**config.mk**
```make
export PLATFORM = sky130hd
export DESIGN_NAME = hbridge_commutator
export DESIGN_NICKNAME = d
export VERILOG_FILES = /design/src/rtl/hbc_pkg.sv /design/src/rtl/hbc_edge_sync.sv /design/src/rtl/hbc_rate_timer.sv /design/src/rtl/hbridge_commutator.sv
export SDC_FILE = /design/constraint.sdc
export NUM_CORES = 1
export LEC_CHECK = 0
export ABC_AREA = 1
export BUFFER_PORTS_ARGS = -buffer_cell sky130_fd_sc_hd__buf_2
export CAP_MARGIN = 20
export CORE_AREA = 2 2 63 65
export CTS_BUF_LIST = sky130_fd_sc_hd__clkbuf_16
export CTS_CLUSTER_SIZE = 25
export DETAILED_ROUTE_END_ITERATION = 10
export DIE_AREA = 0 0 65 67
export HOLD_SLACK_MARGIN = 0.1
export PLACE_DENSITY = 0.82
export SLEW_MARGIN = 0
export SYNTH_ARGS = -nofsm -noshare
export SYNTH_HDL_FRONTEND = slang
export SYNTH_SLANG_ARGS = --single-unit
```
**constraint.sdc**
```tcl
create_clock -name clk -period 1.87 [get_ports clk]
set_clock_uncertainty 0.15 [all_clocks]
set_input_delay 0.0935 -clock clk [delete_from_list [all_inputs] [get_ports clk]]
set_output_delay 0.0935 -clock clk [all_outputs]
set_load 0.01 [all_outputs]
```
**src/rtl/hbc_pkg.sv**
```systemverilog
package hbc_pkg;
    typedef enum logic [1:0] {
        ST_OFF   = 2'd0,
        ST_PAIRA = 2'd1,
        ST_PAIRB = 2'd2,
        ST_GAP   = 2'd3
    } hbc_state_e;
endpackage

```
**src/rtl/hbc_edge_sync.sv**
```systemverilog
module hbc_edge_sync (
    input  logic clk,
    input  logic rst_n,
    input  logic async_in,
    output logic toggle_o
);
    typedef struct packed {
        logic meta;
        logic stable;
        logic last;
    } sync_t;

    sync_t s_d, s_q;

    always_comb begin
        s_d        = s_q;
        s_d.meta   = async_in;
        s_d.stable = s_q.meta;
        s_d.last   = s_q.stable;
    end

    always_ff @(posedge clk or negedge rst_n) begin
        if (!rst_n) s_q <= '0;
        else        s_q <= s_d;
    end

    assign toggle_o = s_q.stable ^ s_q.last;
endmodule

```
**src/rtl/hbc_rate_timer.sv**
```systemverilog
module hbc_rate_timer #(
    parameter int RATE_W = 16
) (
    input  logic              clk,
    input  logic              rst_n,
    input  logic              restart,
    input  logic [RATE_W-1:0] reload,
    output logic              tick_o
);
    logic [RATE_W-1:0] cnt_d, cnt_q;

    always_comb begin
        if (restart || cnt_q == '0) cnt_d = reload;
        else                        cnt_d = cnt_q - 1'b1;
    end

    always_ff @(posedge clk or negedge rst_n) begin
        if (!rst_n) cnt_q <= '0;
        else        cnt_q <= cnt_d;
    end

    assign tick_o = !restart && (cnt_q == '0);


    count_down_chk: assert property (@(posedge clk) disable iff (!rst_n)
        (!restart && cnt_q != '0) |=> (cnt_q == $past(cnt_q) - 1'b1));
endmodule

```
**src/rtl/hbridge_commutator.sv**
```systemverilog
module hbridge_commutator #(
    parameter int RATE_W = 16,
    parameter int DEAD_W = 8
) (
    input  logic              clk,
    input  logic              rst_n,
    input  logic              enable,
    input  logic              mode_sel,
    input  logic              sensor_in,
    input  logic [RATE_W-1:0] rate_reload,
    input  logic [DEAD_W-1:0] dead_len,
    output logic              gate_ul,
    output logic              gate_ur,
    output logic              gate_ll,
    output logic              gate_lr
);
    import hbc_pkg::*;

    localparam logic [DEAD_W-1:0] MIN_GAP = DEAD_W'(1);

    typedef struct packed {
        hbc_state_e        state;
        logic              go_b;
        logic [DEAD_W-1:0] gap_cnt;
    } seq_t;

    seq_t r_d, r_q;
    logic sens_evt, tmr_evt, step, tmr_restart;
    logic [DEAD_W-1:0] gap_len;

    hbc_edge_sync u_sync (
        .clk      (clk),
        .rst_n    (rst_n),
        .async_in (sensor_in),
        .toggle_o (sens_evt)
    );

    assign tmr_restart = !enable || !mode_sel || (r_q.state == ST_OFF);

    hbc_rate_timer #(.RATE_W(RATE_W)) u_timer (
        .clk     (clk),
        .rst_n   (rst_n),
        .restart (tmr_restart),
        .reload  (rate_reload),
        .tick_o  (tmr_evt)
    );

    assign step    = mode_sel ? tmr_evt : sens_evt;
    assign gap_len = (dead_len == '0) ? MIN_GAP : dead_len;

    always_comb begin
        r_d = r_q;
        if (!enable) begin
            r_d.state   = ST_OFF;
            r_d.go_b    = 1'b0;
            r_d.gap_cnt = '0;
        end else begin
            unique case (r_q.state)
                ST_OFF:   r_d.state = ST_PAIRA;
                ST_PAIRA: if (step) begin
                    r_d.state   = ST_GAP;
                    r_d.go_b    = 1'b1;
                    r_d.gap_cnt = gap_len;
                end
                ST_PAIRB: if (step) begin
                    r_d.state   = ST_GAP;
                    r_d.go_b    = 1'b0;
                    r_d.gap_cnt = gap_len;
                end
                ST_GAP: begin
                    if (r_q.gap_cnt <= MIN_GAP)
                        r_d.state = r_q.go_b ? ST_PAIRB : ST_PAIRA;
                    else
                        r_d.gap_cnt = r_q.gap_cnt - 1'b1;
                end
                default: r_d.state = ST_OFF;
            endcase
        end
    end

    always_ff @(posedge clk or negedge rst_n) begin
        if (!rst_n) r_q <= '{state: ST_OFF, go_b: 1'b0, gap_cnt: '0};
        else        r_q <= r_d;
    end

    assign gate_ul = (r_q.state == ST_PAIRA);
    assign gate_lr = (r_q.state == ST_PAIRA);
    assign gate_ur = (r_q.state == ST_PAIRB);
    assign gate_ll = (r_q.state == ST_PAIRB);

    logic [3:0] gates;
    assign gates = {gate_ul, gate_ur, gate_ll, gate_lr};


    legal_pair_chk: assert property (@(posedge clk) disable iff (!rst_n)
        (gates == 4'b0000) || (gates == 4'b1001) || (gates == 4'b0110));

    no_shoot_through_chk: assert property (@(posedge clk) disable iff (!rst_n)
        !(gate_ul && gate_ll) && !(gate_ur && gate_lr));

    gap_a_to_b_chk: assert property (@(posedge clk) disable iff (!rst_n)
        (gates == 4'b1001) |=> (gates != 4'b0110));

    gap_b_to_a_chk: assert property (@(posedge clk) disable iff (!rst_n)
        (gates == 4'b0110) |=> (gates != 4'b1001));

    disable_off_chk: assert property (@(posedge clk) disable iff (!rst_n)
        !enable |=> (gates == 4'b0000));

    start_pair_a_chk: assert property (@(posedge clk) disable iff (!rst_n)
        (r_q.state == ST_OFF && enable) |=> (gates == 4'b1001));
endmodule

```
==> results by stage <==
Cells and area:
- The total area of sequential cells is 750.7 µm².
- The filler cell count is approximately 260.
- The final layout contains 389 nets.
- Of the cells placed in the final design, the portion with a size suffix greater than 1 is 0.1870.
- The area of the multi-input gates is around 1100 µm².
- Compared with the post-synthesis result, the final layout area differs by 31.31%.
- The finished cells cover 2629 µm².
- The count of cells in the finished layout, fillers not included, comes to about 400.
- The final antenna diode count is 0.

Detailed routing:
- Once detail routing completed, the nets flagged for antenna violations numbered 0.
- The first-pass iteration count of the detailed router is 4.
- The aggregate routed wire length is 4513 µm.
- Across all layers, the routed design uses 1,964 vias.
- For this run, design rule violations remaining after detail routing come to 0.
- Dividing the detail-routed via count by the number of cells gives 4.898.
- Dividing the detail-routed wire length by the instance count gives 11.25 µm.
- The detailed router finished its first iteration with between 100 and 150 violations.

Timing:
- Setup repair after global routing left no endpoint under its margin.
- Measured against its own limit, the worst slew margin works out to 0.5691.
- Setup slack on the critical path of the routed design comes to 131.4 ps.
- The final-report max-slew violation count is 0.
- The final count of hold timing violations was 0.
- The slew of the pin with the lowest slew margin is 646.3 ps.
- The count of endpoints failing setup in the final report is 0.
- Static timing analysis puts the maximum clock frequency at around 580 MHz.
- Dividing the final minimum period by the clock period gives 0.9297.
- The total negative slack for setup checks is 0 ps.
- The shortest clock period the worst path allows after layout is 1739 ps.

Setup path:
- The critical path endpoint category is a flop.
- The type of element launching the critical path is a primary input.
- The start of the worst register-to-register path is r_q[9].
- The worst reg-to-reg setup slack is 140 ps.
- For the worst setup path, the data required time is slightly below 2000 ps.
- For the worst flop-to-flop path, the logic depth is 8.
- By startpoint and endpoint, the worst setup path is classified as in -> reg.
- The endpoint of the lowest-slack register-to-register path is r_q[9].
- The data arrival time of the worst path is 1800 ps.
- The worst-path maximum fanout is 2.

Clock network:
- For the worst-skew pair, the clock arrives at the later sink with an insertion delay of 270 ps.
- The tree is rooted in a clkbuf_16.
- The worst-case clock buffer depth is 2.
- The clock transition at the registers of the reported paths is 50 ps.
- The TritonCTS clock tree is yes.
- The clock sink count is 30.
- The total clock buffers created by CTS is 5.
- The H-tree generated during clock tree synthesis spans 2 levels.

Floorplan:
- For this design the top-level I/O count stands at 33.
- The placement row count is 22.
- The width of the die is about 65 µm.
- For this configuration, the core starts out at a cell density of 0.5552.
- The die covers 4355 µm².
- In this run the standard cell core region covers ~3600 µm².
- The vertical extent of the die is 67 µm.

Min path:
- The launch point of the worst hold path is dead_len[6].
- The worst hold path stage count is 6.
- The path class of the lowest-slack min-delay path is in -> reg.
- The worst hold path terminates at r_q[0].

Flow run:
- Across the run, the number of max-cap violations was 0.

Placement:
- At the end of routability-driven placement, the weighted congestion stood at 0.8992.
- The cell count after placement is 364.
- The post-DP HPWL is around 3100 µm.
- The number of I/O port buffers is 32.
- The standard cell area after detailed placement is between 2000 and 2500 µm².
- The pre-CTS worst setup slack is 132.4 ps.

Logic synthesis:
- The commonest cells after synthesis are nand2_1 (100), nor2_1 (36), dfrtp_1 (30).
- The share of Yosys cell area claimed by the top area cell type is 0.3750.
- After synthesis the cells add up to 2002 µm².
- Counting every net in the synthesized netlist gives 323.
- dfrtp_1 takes more of the synthesized area than any other cell.
- Synthesis produced 286 cells.
- For this run, the number of Yosys warnings is 0.
- The average instance in the mapped netlist occupies 7.000 µm².
- nand2_1 is the most common cell in the netlist.
- For this run, the register share of the synthesized area comes to 0.3750.
- The predominant post-synthesis flop cell is dfrtp_1.
- Sorting the synthesized cells by area gives the leading types as dfrtp_1 (38%), nand2_1 (19%), nor2_1 (6.8%).
- Yosys mapped the design onto 28 distinct sky130hd cell types.
- For this run, asynchronously set or reset flops after synthesis account for 1.000.
- In this run, synthesis inferred 0 flip-flops with an integrated enable.
- After synthesis the netlist holds a flip-flop and latch count of 30.

Power and ir drop:
- IR analysis of the VDD net gives a maximum drop of 0.7026 mV.
- The analysis attributes to cell leakage a power of 0.001366 µW.
- The power per cell area is 1150 nW/µm².

Global routing:
- The via count of the first global-routing pass is 1,943.
- The wire length of the first global-routing pass is around 8000 µm.
- The initial antenna violation count was 0.
- For this run the aggregate overflow at the end of global routing stands at 0.
- The total routing usage reported by global routing is 0.2375.
- The maximum number of pins on one net before global-route repair is 31.

Run status:
- The run finished with clean final reports.
worst max-delay path, stage by stage:
cell and delay (ps):
dlygate4sd3_1 530, buf_2 120, nor2_1 90, dlygate4sd3_1 560
nand3_1 100, a21oi_2 160, nand3_1 80, nand2_1 60
where the power goes:
group / internal (µW) / total [µW] / switching [µW]
registers: 830 / 1020 / 185
logic: 508 / 1280 / 776
clock network: 477 / 724 / 246
through the flow:
stage	utilization	hold WS [ps]	total power, µW
after global routing	0.7290	153.3	3301
after global placement	0.6117	0.01193	2196
after floorplan	-	-352.1	1943
after detailed placement	0.6117	9.898	2228
after CTS	0.7248	114.9	3027
final	0.7290	111.4	3023
cells in the final DEF, fill, tap and decap left out:
cell type      instances
nand2_1              100
nor2_1                36
buf_2                 32
dfrtp_1               30
dlygate4sd3_1         26
inv_1                 25
nand3_1               19
o21ai_0               12
nor2_2                 8
xnor2_1                8
ha_1                   8
buf_4                  6
inv_2                  5
o21ai_1                5
clkbuf_16              5
a21oi_1                4
nand2_2                3
nand4_1                3
xor2_1                 2
nand2_4                2
a21oi_2                2
nand3b_1               2
nor3_1                 2
nor3_4                 1
o21bai_1               1
o31ai_1                1
nand3_2                1
a31oi_1                1
a211oi_1               1
clkinv_1               1
clkinv_2               1
sequential cells by signal (all words and copies together) (netlist names):
register,flops
u_timer.cnt_q,16
r_q,11
u_sync.s_d,2
u_sync.s_q,1
metal layers:
metal | vias up | wire length (µm) | GRT usage
met5 | - | 0 | 0
met4 | 0 | 85 | 0.08777
met3 | 7 | 160 | 0.04561
met2 | 44 | 2330 | 0.4575
met1 | 885 | 1937 | 0.2551
li1 | 1028 | - | -
logic make-up (layout without fill, tap and decap cells):
kind of cell	after synthesis	count (layout)	synth area share
buf+inv	35	101	0.07750
fa+ha+maj	8	8	0.05000
simple gates	176	177	0.3800
flops	30	30	0.3750
compound gates	27	27	0.07375
xor+xnor	10	10	0.04375
repair_timing:
item                                    4_1_cts  5_1_grt
buffers inserted                              0        2
hold buffers                                 27        0
hold endpoints to repair                     51        0
endpoints found under the setup margin        0        3
resized for setup                             0        3
worst max path at each step:
stage,start,end,slack [ps],depth (start not counted)
floorplan,r_q[9],r_q[9],280,10
detailed placement,r_q[9],r_q[10],130,8
global route,u_timer.cnt_q[0],r_q[9],7,11
global placement,u_timer.cnt_q[0],u_timer.cnt_q[13],210,11
CTS,r_q[9],r_q[9],80,8
finish,dead_len[3],r_q[0],130,8
area by class of cell:
| class | instances | share of cell area |
|---|---|---|
| Clock inverter | 3 | 0.004760 |
| Tap cell | 48 | 0.02285 |
| Timing Repair Buffer | 64 | 0.1771 |
| Sequential cell | 30 | 0.2856 |
| Clock buffer | 5 | 0.04760 |
| Inverter | 29 | 0.04141 |
| Multi-Input combinational cell | 222 | 0.4208 |
Power figures use the tool's default switching activity.
